File: config.mk
export PLATFORM = sky130hd
export DESIGN_NAME = lvrx_deser
export DESIGN_NICKNAME = d
export VERILOG_FILES = /design/src/rtl/lvrx_pkg.sv /design/src/rtl/lvrx_frame_track.sv /design/src/rtl/lvrx_lane_shift.sv /design/src/rtl/lvrx_lock_count.sv /design/src/rtl/lvrx_strobe_gen.sv /design/src/rtl/lvrx_deser.sv
export SDC_FILE = /design/constraint.sdc
export NUM_CORES = 1
export LEC_CHECK = 0
export CAP_MARGIN = 20
export CORE_MARGIN = 2
export CORE_UTILIZATION = 30
export CTS_CLUSTER_SIZE = 28
export DETAILED_ROUTE_END_ITERATION = 10
export DONT_BUFFER_PORTS = 1
export MAX_ROUTING_LAYER = met4
export SLEW_MARGIN = 20
export SYNTH_ARGS = -nofsm -noshare
export SYNTH_HDL_FRONTEND = slang
export SYNTH_SLANG_ARGS = --single-unit
File: constraint.sdc
create_clock -name clk_bit -period 1.75 [get_ports clk_bit]
set_input_delay 0.0875 -clock clk_bit [delete_from_list [all_inputs] [get_ports clk_bit]]
set_output_delay 0.0875 -clock clk_bit [all_outputs]
set_load 0.02 [all_outputs]
File: src/rtl/lvrx_pkg.sv
// Shared constants and helpers for the four-lane serial receiver.
package lvrx_pkg;
    localparam int unsigned DEF_LANES       = 4;
    localparam int unsigned DEF_SLOTS       = 7;
    localparam int unsigned DEF_LOCK_FRAMES = 4;

    // Number of whole bit periods the output strobe stays high per frame.
    function automatic int unsigned strobe_full_slots(input int unsigned slots);
        return slots / 2;
    endfunction
endpackage

File: src/rtl/lvrx_frame_track.sv
// Frame tracker: detects frame-clock rising edges in the bit-clock domain
// and counts slots since the last edge. Assumes the frame clock is
// phase-aligned so that its rising edge is sampled on slot 0. The slot
// counter parks at an idle value when more than SLOTS bits pass without
// an edge, so a stopped or stretched frame is never reported as complete.
module lvrx_frame_track import lvrx_pkg::*; #(
    parameter int unsigned SLOTS = DEF_SLOTS
) (
    input  logic clk,
    input  logic rst_n,
    input  logic fclk_in,
    output logic frame_edge,
    output logic frame_full,
    output logic in_high_window
);
    localparam int unsigned SW   = $clog2(SLOTS + 1);
    localparam logic [SW-1:0] IDLE = SW'(SLOTS);
    localparam logic [SW-1:0] LAST = SW'(SLOTS - 1);
    localparam logic [SW-1:0] HALF = SW'(strobe_full_slots(SLOTS));

    logic          fclk_q;
    logic [SW-1:0] slot_q;

    assign frame_edge     = fclk_in & ~fclk_q;
    assign frame_full     = (slot_q == LAST);
    assign in_high_window = (slot_q < HALF);

    // Track the previous frame-clock level and the slot index since the edge.
    always_ff @(posedge clk) begin
        if (!rst_n) begin
            fclk_q <= 1'b0;
            slot_q <= IDLE;
        end else begin
            fclk_q <= fclk_in;
            if (frame_edge)
                slot_q <= '0;
            else if (slot_q < IDLE)
                slot_q <= slot_q + 1'b1;
        end
    end
endmodule

File: src/rtl/lvrx_lane_shift.sv
// Lane shifters: one SLOTS-bit shift register per lane. Bits enter at the
// top and move down, so after SLOTS shifts the first bit of the frame sits
// at bit 0 of its lane field. The flat word places lane n at bits
// n*SLOTS and up.
module lvrx_lane_shift import lvrx_pkg::*; #(
    parameter int unsigned LANES = DEF_LANES,
    parameter int unsigned SLOTS = DEF_SLOTS
) (
    input  logic                   clk,
    input  logic                   rst_n,
    input  logic [LANES-1:0]       ser_in,
    output logic [LANES*SLOTS-1:0] word
);
    for (genvar g = 0; g < LANES; g++) begin : g_lane
        logic [SLOTS-1:0] sh_q;

        // Shift one serial bit of this lane in on every bit period.
        always_ff @(posedge clk) begin
            if (!rst_n)
                sh_q <= '0;
            else
                sh_q <= {ser_in[g], sh_q[SLOTS-1:1]};
        end

        assign word[g*SLOTS +: SLOTS] = sh_q;
    end
endmodule

File: src/rtl/lvrx_lock_count.sv
// Lock counter: models the lock time of the external PLL. It counts frame
// edges while powered up and saturates at LOCK_FRAMES. Power-down or reset
// returns it to zero.
module lvrx_lock_count import lvrx_pkg::*; #(
    parameter int unsigned LOCK_FRAMES = DEF_LOCK_FRAMES
) (
    input  logic clk,
    input  logic rst_n,
    input  logic pd_n,
    input  logic frame_edge,
    output logic lock_done
);
    localparam int unsigned CW = $clog2(LOCK_FRAMES + 1);
    localparam logic [CW-1:0] TARGET = CW'(LOCK_FRAMES);

    logic [CW-1:0] cnt_q;

    assign lock_done = (cnt_q == TARGET);

    // Count frame edges until lock; clear in power-down.
    always_ff @(posedge clk) begin
        if (!rst_n || !pd_n)
            cnt_q <= '0;
        else if (frame_edge && !lock_done)
            cnt_q <= cnt_q + 1'b1;
    end

    AST_LOCK_ON_EDGE: assert property (@(posedge clk) disable iff (!rst_n)
        $rose(lock_done) |-> $past(frame_edge));

    AST_LOCK_CLEARED_IN_PD: assert property (@(posedge clk) disable iff (!rst_n)
        !pd_n |=> !lock_done);
endmodule

File: src/rtl/lvrx_strobe_gen.sv
// Strobe generator: gives a frame-rate strobe that rises one bit period
// after each frame edge. For an odd slot count, a falling-edge flop adds
// half a bit period so the high time is exactly half the frame. For an
// even slot count the rising-edge flop alone is used.
module lvrx_strobe_gen import lvrx_pkg::*; #(
    parameter int unsigned SLOTS = DEF_SLOTS
) (
    input  logic clk,
    input  logic rst_n,
    input  logic pd_n,
    input  logic valid_in,
    input  logic in_high_window,
    output logic strobe
);
    logic strobe_p;

    // Rising-edge part: high for the whole-slot part of the window.
    always_ff @(posedge clk) begin
        if (!rst_n)
            strobe_p <= 1'b0;
        else
            strobe_p <= valid_in && pd_n && in_high_window;
    end

    if ((SLOTS % 2) == 1) begin : g_odd
        logic strobe_n;

        // Falling-edge copy that stretches the pulse by half a bit period.
        always_ff @(negedge clk) begin
            if (!rst_n)
                strobe_n <= 1'b0;
            else
                strobe_n <= strobe_p;
        end

        assign strobe = strobe_p | strobe_n;
    end else begin : g_even
        assign strobe = strobe_p;
    end

    AST_STROBE_GATED: assert property (@(posedge clk) disable iff (!rst_n)
        strobe_p |-> valid_in);
endmodule

File: src/rtl/lvrx_deser.sv
// Four-lane seven-to-one receiver top. It frames the lane bits on
// frame-clock edges and passes each complete word through two frame-rate
// stages to a registered output. It gates output data until lock and
// forces zero in power-down. Assumes the bit clock is supplied from
// outside, phase-aligned to the frame clock.
module lvrx_deser import lvrx_pkg::*; #(
    parameter int unsigned LANES       = DEF_LANES,
    parameter int unsigned SLOTS       = DEF_SLOTS,
    parameter int unsigned LOCK_FRAMES = DEF_LOCK_FRAMES
) (
    input  logic                   clk_bit,
    input  logic                   rst_n,
    input  logic                   pd_n,
    input  logic                   fclk_in,
    input  logic [LANES-1:0]       ser_in,
    output logic [LANES*SLOTS-1:0] data_out,
    output logic                   data_valid,
    output logic                   strobe_out
);
    localparam int unsigned WORD_W = LANES * SLOTS;

    logic              frame_edge;
    logic              frame_full;
    logic              in_high_window;
    logic              lock_done;
    logic [WORD_W-1:0] lane_word;
    logic [WORD_W-1:0] stage_q;
    logic              stage_ok_q;
    logic [WORD_W-1:0] out_q;
    logic              valid_q;

    lvrx_frame_track #(.SLOTS(SLOTS)) u_track (
        .clk            (clk_bit),
        .rst_n          (rst_n),
        .fclk_in        (fclk_in),
        .frame_edge     (frame_edge),
        .frame_full     (frame_full),
        .in_high_window (in_high_window)
    );

    lvrx_lane_shift #(.LANES(LANES), .SLOTS(SLOTS)) u_shift (
        .clk    (clk_bit),
        .rst_n  (rst_n),
        .ser_in (ser_in),
        .word   (lane_word)
    );

    lvrx_lock_count #(.LOCK_FRAMES(LOCK_FRAMES)) u_lock (
        .clk        (clk_bit),
        .rst_n      (rst_n),
        .pd_n       (pd_n),
        .frame_edge (frame_edge),
        .lock_done  (lock_done)
    );

    lvrx_strobe_gen #(.SLOTS(SLOTS)) u_strobe (
        .clk            (clk_bit),
        .rst_n          (rst_n),
        .pd_n           (pd_n),
        .valid_in       (valid_q),
        .in_high_window (in_high_window),
        .strobe         (strobe_out)
    );

    // Two-stage frame pipeline: capture on a full frame, publish once locked.
    always_ff @(posedge clk_bit) begin
        if (!rst_n || !pd_n) begin
            stage_q    <= '0;
            stage_ok_q <= 1'b0;
            out_q      <= '0;
            valid_q    <= 1'b0;
        end else if (frame_edge) begin
            stage_q    <= lane_word;
            stage_ok_q <= frame_full;
            if (lock_done && stage_ok_q) begin
                out_q   <= stage_q;
                valid_q <= 1'b1;
            end
        end
    end

    assign data_out   = out_q;
    assign data_valid = valid_q;

    AST_PD_CLEARS: assert property (@(posedge clk_bit) disable iff (!rst_n)
        !pd_n |=> (data_out == '0) && !data_valid);

    AST_HOLD_NO_FRAME: assert property (@(posedge clk_bit) disable iff (!rst_n)
        (pd_n && !frame_edge) |=> $stable(data_out) && $stable(data_valid));

    AST_VALID_NEEDS_LOCK: assert property (@(posedge clk_bit) disable iff (!rst_n)
        data_valid |-> lock_done);

    AST_OUT_ONLY_ON_EDGE: assert property (@(posedge clk_bit) disable iff (!rst_n)
        (pd_n && $rose(data_valid)) |-> $past(frame_edge));
endmodule

==> impl_metrics.csv, run 1 <==
group,metric,value,unit
routing,drc,0,
timing,setup_viol,1,
global_route,antenna_found_initial,0,
power_and_ir_drop,p_sw,0.853,mW
cts,cts.sinks,95,
routing,met3_length,317,um
routing,detail_route.first_pass.iterations,4,
outcome,status,"complete, but fails checks",
routing,wl_met1,3.12,mm
cts,htree_levels,3,
worst_setup_path,crit_family,"flip-flops",
logic_synthesis,synth-main-ff-cell,"dfxtp_1",
worst_setup_path,crit_arrival,1800,ps
power_and_ir_drop,switching_share,22.4,%
worst_setup_path,critical_path_buf_inv_count,0,
timing,finalMaxSlewViolations,0,
timing,rsz0062_at_grt,"true",
logic_synthesis,synthTopCellsByCount,"dfxtp_1, a21oi_1, nand2_1, o21ai_0",
cts,clk_path_buf_depth,2,
power_and_ir_drop,p_int,2.95,mW
routing,wl,6.44,mm
worst_setup_path,worstSetupPathType,"flip-flop to primary output",
logic_synthesis,synth_area_leaders,"dfxtp_1, a21oi_1, nand2_1, and2_1, o21ai_0",
power_and_ir_drop,pwr-share-clk,38.0,%
floorplan,start_util,31.1,%
global_route,grt_max_degree,62,
routing,wl_per_cell,12.8,um
floorplan,core,10400,um2
timing,timing_hold_violations_final,0,
logic_synthesis,synth_seq_cells,95,
logic_synthesis,synth_top_cell_by_area,"dfxtp_1",
cells_and_area,drive_gt1_share,7.38,%
routing,topRoutingLayerUsed,"met4",
floorplan,die_area,11600,um2
cells_and_area,nFillCells,1087,
power_and_ir_drop,seq_power_share,58.2,%
cts,clk_latency,390,ps
logic_synthesis,postSynthAreaPerCell,8.97,um2
power_and_ir_drop,p_leak,1.22,nW
routing,num_vias,2365,
cells_and_area,antennaDiodeCount,0,
logic_synthesis,yosysWarnings,0,
cts,cts-root-buf,"clkbuf_8",
worst_setup_path,critPathCaptureType,"primary output",
routing,route.met2.wl,2.88,mm
routing,drt_iter0_drc,99,
cells_and_area,fin_util,34.9,%
logic_synthesis,synth.yosys.seq_area_share,58.7,%
floorplan,die_y,108,um
logic_synthesis,synth_edf_count,0,
global_route,grt_pass1_vias,2283,
floorplan,ioPinCount,38,
worst_setup_path,crit_chain,"or2_4",
logic_synthesis,synth.most_common_cell,"dfxtp_1",
worst_setup_path,cp_max_fo,1,
timing,finClkSkew,33.3,ps
floorplan,rows,37,
power_and_ir_drop,power_frac_comb,3.8,%
cts,cts_tree,"built",
logic_synthesis,synth_cells,361,
cts,numCtsBuffers,9,
global_route,grt_first_pass_wirelength,11.1,mm
power_and_ir_drop,power,3.80,mW
floorplan,die-width,108,um
hold_path,hold_path_class,"input pin to flip-flop",
timing,setup_tns,-140,ps
cells_and_area,nets,373,
power_and_ir_drop,power_density,1050,nW/um2
power_and_ir_drop,max-vdd-ir-drop,0.331,mV
routing,drt.antenna.violating_nets,0,
cts,clkSlewWorstSetupHoldPaths,90,ps
logic_synthesis,async_reset_ff_share,0,%
cts,post_cts_buffers,0,
logic_synthesis,synth_top_area_share,58.7,%
placement,place_hpwl,3.99,mm
timing,setup_ws,-140,ps
worst_setup_path,cp_slowest_cell,"dfxtp_1",
worst_setup_path,crit_path_max_incr_delay,280,ps
cells_and_area,area_growth,12.1,%
logic_synthesis,synth_nets,373,
logic_synthesis,netlist_area,3240,um2
timing,worstMarginPinSlew,731,ps
placement,gp_congestion,0.692,
outcome,violations,"negative setup slack",
placement,io_buffers,0,
worst_setup_path,cp.required,1660,ps
global_route,grt_usage,12.6,%
global_route,grt.overflow.total,0,
routing,vias_per_cell,4.71,
timing,slew_headroom,51.2,%
flow_run,max_cap_viol_count,0,
worst_setup_path,start_kind,"flip-flop",
logic_synthesis,synth_cell_type_count,20,
==> path summary, 6_finish.rpt <==
| check | slack, ps | endpoint | start | cells past startpoint |
|---|---|---|---|---|
| worst min register to register | 440 | stage_q[21]$_SDFFE_PP0P_ | u_shift.g_lane[3].sh_q[0]$_SDFF_PN0_ | 2 |
| worst max register to register | 250 | data_out[4]$_SDFFE_PP0P_ | u_lock.cnt_q[0]$_SDFFE_PP0P_ | 6 |
| worst min-delay path | 160 | u_track.slot_q[1]$_SDFFE_PN1P_ | rst_n | 2 |
| worst max-delay path | -140 | strobe_out | u_strobe.g_odd.strobe_n$_SDFF_NN0_ | 1 |
==> state kept, by name, indices dropped and copies added (netlist names) <==
| signal | cells |
|---|---|
| data_out | 28 |
| data_valid | 1 |
| stage_ok_q | 1 |
| stage_q | 28 |
| u_lock.cnt_q | 3 |
| u_shift.g_lane.sh_q | 28 |
| u_strobe.g_odd.strobe_n | 1 |
| u_strobe.strobe_p | 1 |
| u_track.fclk_q | 1 |
| u_track.slot_q | 3 |
==> area by class of cell <==
cell class	instances	area, um2	share of cell area (%)
repair buffers	15	138	3.79
flip-flops and latches	95	1900	52.4
well taps	136	170	4.69
clock inverters	5	58.8	1.62
multi-input cells	233	1190	32.9
clock buffers	12	145	4.00
inverters	6	22.5	0.620
==> what timing repair did <==
action / 4_1_cts / 5_1_grt
endpoints found under the setup margin: 1 / 1
hold buffers: 7 / 0
hold endpoints to repair: 33 / 0
resized for setup: 1 / 0
==> power by group through the flow <==
stage	Clock, mW	Sequential [mW]	Combinational (mW)
after floorplan	0.00715	2.26	0.0998
after global placement	0.00715	2.26	0.121
after detailed placement	0.00715	2.26	0.126
after CTS	1.51	2.21	0.149
after global routing	1.60	2.22	0.168
final	1.45	2.21	0.145
==> kinds of logic (layout without fill, tap and decap cells) <==
kind of cell / Yosys count / in the layout / synth area share, %
and+or+nand+nor: 130 / 130 / 19.7
AOI/OAI and AO/OA: 99 / 99 / 15.5
DFF: 95 / 95 / 58.7
buffers and inverters: 33 / 38 / 4.60
adders and majority gates: 4 / 4 / 1.55
==> placed cells by master, fill, tap and decap left out, types with 2 or more instances in the layout <==
cell type	n
dlygate4sd3_1	6
a21oi_1	63
dfxtp_1	95
nand2_1	59
inv_1	7
clkinv_4	2
and2_1	31
buf_4	7
and4b_1	2
clkbuf_8	10
clkbuf_1	2
o21ai_0	34
nand3_1	31
ha_1	4
==> worst reg2reg max path: stages, from the launching register on <==
cell     delay, ps
dfxtp_1        340
inv_1           80
ha_1           240
and4b_1        230
buf_4          260
nand3_1        130
a21oi_1        140
==> per-stage QoR <==
stage	hold slack (ps)	cell area (um2)	instances	worst slack [ps]
floorplan	209	3240	361	196
global placement	168	3360	479	183
detailed placement	175	3360	479	185
CTS	178	3640	502	-166
global route	197	3630	502	-178
finish	157	3630	502	-140
==> metal layers <==
layer	GRT usage [%]	vias up
met1	14.9	1111
met4	5.40	0
met2	19.7	37
met3	4.06	10
met5	-	-
li1	-	1207
No activity file was read; power rests on OpenSTA's default activity.
==> run 2: changes to the inputs <==
ABC_AREA = 1   (was unset)
TNS_END_PERCENT = 1   (was unset)
==> run 2 against run 1 <==
Flip-flop and latch count unchanged; largest power group unchanged; cell area up 3.6%; die area up 2.4%; clock skew up 2.6 ps; routed wire length down 12%; first-iteration DRC count down 9.1%; final cell count up 14%; the flow still finishes with violations (negative setup slack).
==> impl_metrics.csv, run 2 <==
group,metric,value,unit
outcome,status,"complete, but fails checks",
outcome,violations,"negative setup slack",
cts,clkSlewWorstSetupHoldPaths,90,ps
routing,detail_route.first_pass.iterations,6,
logic_synthesis,yosysWarnings,0,
routing,drt.antenna.violating_nets,0,
placement,place_hpwl,3.62,mm
floorplan,start_util,30.7,%
cells_and_area,mostFrequentLayoutCells,"nand2_1, dfxtp_1, inv_1, nor2_1",
cts,cts_tree,"built",
cells_and_area,final-seq-area,1900,um2
timing,holdWs,133,ps
worst_setup_path,start_kind,"flip-flop",
global_route,grt.overflow.total,0,
logic_synthesis,netlist_area,3320,um2
worst_setup_path,crit_arrival,1810,ps
timing,rsz0062_at_grt,"true",
logic_synthesis,synth_cells,422,
routing,wl_per_cell,9.99,um
logic_synthesis,synth_cell_type_count,18,
cells_and_area,antennaDiodeCount,0,
logic_synthesis,synthTopCellsByCount,"nand2_1, dfxtp_1, inv_1, nor2_1",
logic_synthesis,synth_seq_cells,95,
floorplan,die-width,109,um
global_route,grt_max_degree,59,
placement,numPlacedInstances,544,
global_route,grt_pass1_vias,2200,
cts,clk_path_buf_depth,2,
timing,setup_ws,-148,ps
hold_path,hold_path_class,"input pin to flip-flop",
logic_synthesis,postSynthAreaPerCell,7.86,um2
power_and_ir_drop,power_density,1080,nW/um2
logic_synthesis,synth_nets,434,
power_and_ir_drop,max-vdd-ir-drop,0.602,mV
worst_setup_path,crit_family,"flip-flops",
worst_setup_path,r2r_end,"u_track.slot_q[2]$_SDFFE_PN1P_",
routing,wl_met1,2.69,mm
hold_path,hold_depth,2,
worst_setup_path,cp_slowest_cell,"dfxtp_1",
floorplan,rows,38,
placement,io_buffers,0,
global_route,grt_usage,11.0,%
logic_synthesis,async_reset_ff_share,0,%
cells_and_area,drive_gt1_share,5.81,%
timing,finClkSkew,35.9,ps
worst_setup_path,cp-endpoint,"strobe_out",
power_and_ir_drop,p_leak,1.60,nW
timing,slew_headroom,65.0,%
cells_and_area,final_common_cell,"nand2_1",
routing,route.met2.wl,2.61,mm
cts,post_cts_buffers,0,
routing,drt_iter0_drc,90,
logic_synthesis,synth.yosys.seq_area_share,57.3,%
worst_setup_path,worstSetupPathType,"flip-flop to primary output",
cells_and_area,area_growth,13.3,%
cts,clk_latency,390,ps
placement,gp_congestion,0.678,
routing,topRoutingLayerUsed,"met4",
worst_setup_path,cp.required,1660,ps
worst_setup_path,crit_path_max_incr_delay,290,ps
logic_synthesis,synth_top_area_share,57.3,%
timing,worstMarginPinSlew,525,ps
worst_setup_path,crit_cells,1,
timing,finalMaxSlewViolations,0,
logic_synthesis,synth.most_common_cell,"nand2_1",
routing,drc,0,
placement,pre_cts_ws,183,ps
worst_setup_path,critPathCaptureType,"primary output",
cells_and_area,fin_cells,570,
cells_and_area,nets,437,
floorplan,die_y,109,um
worst_setup_path,reg2reg_slack,250,ps
timing,timing_hold_violations_final,0,
logic_synthesis,synth_edf_count,0,
worst_setup_path,rr_startpoint,"u_track.fclk_q$_SDFF_PN0_",
floorplan,ioPinCount,38,
worst_setup_path,crit_chain,"or2_4",
global_route,grt_first_pass_wirelength,9.83,mm
cells_and_area,multi_input_area,1030,um2
worst_setup_path,cp-startpoint,"u_strobe.g_odd.strobe_n$_SDFF_NN0_",
routing,num_vias,2373,
timing,setup_viol,1,
global_route,antenna_found_initial,0,
cts,htree_levels,3,
cts,cts-root-buf,"clkbuf_8",
cts,cts.sinks,95,
routing,wl,5.70,mm
worst_setup_path,rr_worst_depth,5,
cells_and_area,nFillCells,1111,
floorplan,core,10800,um2
worst_setup_path,critical_path_buf_inv_count,0,
flow_run,max_cap_viol_count,0,
logic_synthesis,synth-main-ff-cell,"dfxtp_1",
cts,numCtsBuffers,9,
worst_setup_path,cp_max_fo,1,
routing,vias_per_cell,4.16,
logic_synthesis,synth_top_cell_by_area,"dfxtp_1",
logic_synthesis,synth_area_leaders,"dfxtp_1, nand2_1, inv_1, nor2_1, a21oi_1",
floorplan,die_area,11900,um2
routing,met3_length,263,um
run 2: cell count changes in the layout (fill, tap and decap cells not counted), moves of 3 or more:
cell	change
a21oi_1	-33
and2_1	-31
buf_4	-5
dlygate4sd3_1	+3
inv_1	+62
nand2_1	+37
nand3_1	-26
nor2_1	+62
o211ai_1	+3
o21ai_0	-4
run 2: what timing repair did:
action	4_1_cts	5_1_grt
resized for setup	1	0
gates cloned	0	0
hold buffers	10	0
setup endpoints to repair	1	1
hold endpoints to repair	36	0
run 2: metrics by stage:
step	area (um2)	util, %	TNS (ps)	power (mW)
floorplan	3320	-	0	2.44
global placement	3420	31.7	0	2.45
detailed placement	3420	31.7	0	2.47
CTS	3760	34.8	-170	4.12
global route	3760	34.8	-188	4.25
finish	3760	34.8	-148	4.04
run 2: how the worst min path moves through the flow:
stage,start,end,slack [ps]
2_1_floorplan,ser_in[0],u_shift.g_lane[0].sh_q[6]$_SDFF_PN0_,190
3_3_place_gp,rst_n,u_track.slot_q[2]$_SDFFE_PN1P_,160
3_5_place_dp,rst_n,u_track.slot_q[2]$_SDFFE_PN1P_,170
4_1_cts,fclk_in,stage_ok_q$_SDFFE_PP0P_,120
5_1_grt,fclk_in,stage_q[26]$_SDFFE_PP0P_,140
6_report,fclk_in,stage_q[27]$_SDFFE_PP0P_,130
run 2: area by class of cell:
type / instances / share of cell area (%)
sequential: 95 / 50.6
multi-input combinational: 236 / 27.4
inverter: 68 / 6.79
tap: 140 / 4.66
timing repair buffer: 14 / 4.39
clock buffer: 9 / 3.29
clock inverter: 8 / 2.86
run 2: where the power goes:
part	internal [mW]	switching (mW)	leakage, nW	total [mW]
combinational	0.0790	0.127	0.705	0.206
clock	0.825	0.776	0.120	1.60
sequential	2.21	0.0254	0.771	2.24
run 2: routing by layer:
metal / up-vias / GRT usage, %
met5: - / -
met3: 12 / 3.71
met4: 0 / 5.42
met1: 1062 / 12.6
li1: 1264 / -
met2: 35 / 17.3
run 2: cells by family after synthesis:
kind of cell	Yosys count	share of synthesized area, %
simple gates	169	19.6
buf+inv	91	11.8
flops	95	57.3
fa+ha+maj	4	1.51
compound gates	63	9.73
==> run 3: changes to the inputs <==
clock period = 1.9 ns   (was 1.75 ns; I/O delays follow)
==> run 3 against run 2 <==
Clock skew about the same; highest routed layer unchanged; critical path depth unchanged; the run still ends with negative setup slack left; combinational power down 9%; routed wire length up 1.4%; worst setup slack better by 71 ps; largest power group unchanged; clock power down 22%.
==> impl_metrics.csv, run 3 (synthesized netlist as in run 2, its figures left out) <==
group,metric,value,unit
outcome,status,"complete, but fails checks",
outcome,violations,"negative setup slack",
cells_and_area,antennaDiodeCount,0,
worst_setup_path,crit_path_max_incr_delay,280,ps
cells_and_area,mostFrequentLayoutCells,"nand2_1, dfxtp_1, inv_1, nor2_1",
global_route,grt_usage,10.9,%
timing,slew_headroom,64.6,%
global_route,grt.met1_usage,12.0,%
cts,numCtsBuffers,9,
timing,worstMarginPinSlew,531,ps
worst_setup_path,cp_max_fo,1,
cells_and_area,fin_area,3690,um2
floorplan,die_y,109,um
worst_setup_path,critical_path_buf_inv_count,0,
worst_setup_path,start_kind,"flip-flop",
timing,timing_hold_violations_final,0,
routing,num_vias,2395,
global_route,grt_max_degree,59,
floorplan,die_area,11900,um2
global_route,grt_pass1_vias,2149,
global_route,grt.overflow.total,0,
global_route,grt_use_met3,4.12,%
timing,rsz0062_at_grt,"true",
flow_run,max_cap_viol_count,0,
placement,io_buffers,0,
worst_setup_path,crit_arrival,1880,ps
worst_setup_path,critPathCaptureType,"primary output",
floorplan,start_util,30.7,%
floorplan,die-width,109,um
routing,wl_per_cell,10.1,um
placement,pre_cts_ws,256,ps
power_and_ir_drop,p_leak,1.57,nW
floorplan,core,10800,um2
cts,clk_latency,390,ps
cells_and_area,area_growth,11.3,%
worst_setup_path,crit_chain,"or2_4",
global_route,met2_usage,17.4,%
routing,wl,5.78,mm
timing,finalMaxSlewViolations,0,
timing,finClkSkew,36.0,ps
cts,clk_path_buf_depth,2,
power_and_ir_drop,max-vdd-ir-drop,0.316,mV
global_route,grt_first_pass_wirelength,9.58,mm
worst_setup_path,cp_slowest_cell,"dfxtp_1",
worst_setup_path,cp.required,1800,ps
routing,drt.antenna.violating_nets,0,
floorplan,ioPinCount,38,
cts,cts-root-buf,"clkbuf_8",
global_route,antenna_found_initial,0,
worst_setup_path,crit_family,"flip-flops",
power_and_ir_drop,power,3.50,mW
cts,cts_tree,"built",
cts,clkSlewWorstSetupHoldPaths,90,ps
placement,postPlaceCellArea,3400,um2
worst_setup_path,worstSetupPathType,"flip-flop to primary output",
timing,setup_ws,-76.7,ps
floorplan,rows,38,
routing,vias_per_cell,4.20,
cts,htree_levels,3,
cells_and_area,drive_gt1_share,6.05,%
cells_and_area,final_common_cell,"nand2_1",
placement,place_hpwl,3.64,mm
hold_path,hold_path_class,"input pin to flip-flop",
timing,setup_tns,-76.7,ps
power_and_ir_drop,power_density,946,nW/um2
routing,drt_iter0_drc,92,
cts,cts.sinks,95,
routing,detail_route.first_pass.iterations,4,
cells_and_area,nets,437,
timing,setup_viol,1,
timing,holdWs,192,ps
placement,gp_congestion,0.664,
global_route,grt-busiest-layer,"met2",
routing,drc,0,
## run 3: changes by cell type in the layout (fill, tap and decap cells not counted), sizes merged
cell,delta
clkinv,-1
inv,+1
dlygate4sd3,-1
clkinvlp,+2
bufinv,-2
buf,+1
## run 3: what timing repair did
item	in CTS	in global routing
hold endpoints to repair	37	0
resized for setup	1	0
hold buffers	9	0
setup endpoints to repair	1	1
buffers inserted	0	0
## run 3: cell type report
class                   instances  area, um2
fillers                      1132       7100
flip-flops and latches         95       1900
multi-input cells             236       1030
inverters                      68        255
well taps                     140        175
repair buffers                 14        138
clock buffers                   9        124
clock inverters                 8       67.6
## run 3: path summary, 6_finish.rpt
kind,start,endpoint,slack [ps],cells after the start
setup / recovery,u_strobe.g_odd.strobe_n$_SDFF_NN0_,strobe_out,-80,1
setup reg to reg,u_track.fclk_q$_SDFF_PN0_,u_track.slot_q[2]$_SDFFE_PN1P_,240,6
hold / removal,fclk_in,stage_q[4]$_SDFFE_PP0P_,190,3
hold reg to reg,u_shift.g_lane[2].sh_q[2]$_SDFF_PN0_,u_shift.g_lane[2].sh_q[1]$_SDFF_PN0_,430,2
## run 3: metal layers
metal / wire (um) / part of all wire (%)
met4: 111 / 1.9
met3: 205 / 3.5
met2: 2700 / 47
met5: 0 / 0
met1: 2760 / 48
## run 3: power breakdown
part	switching (mW)	internal, mW
sequential	0.0242	2.04
combinational	0.119	0.0689
clock	0.742	0.505
total	0.884	2.61
## run 3: per-stage QoR
step,std cells,util [%]
2_1_floorplan,422,-
3_3_place_gp,545,31.5
3_5_place_dp,545,31.5
4_1_cts,570,34.2
5_1_grt,570,34.2
6_report,570,34.2
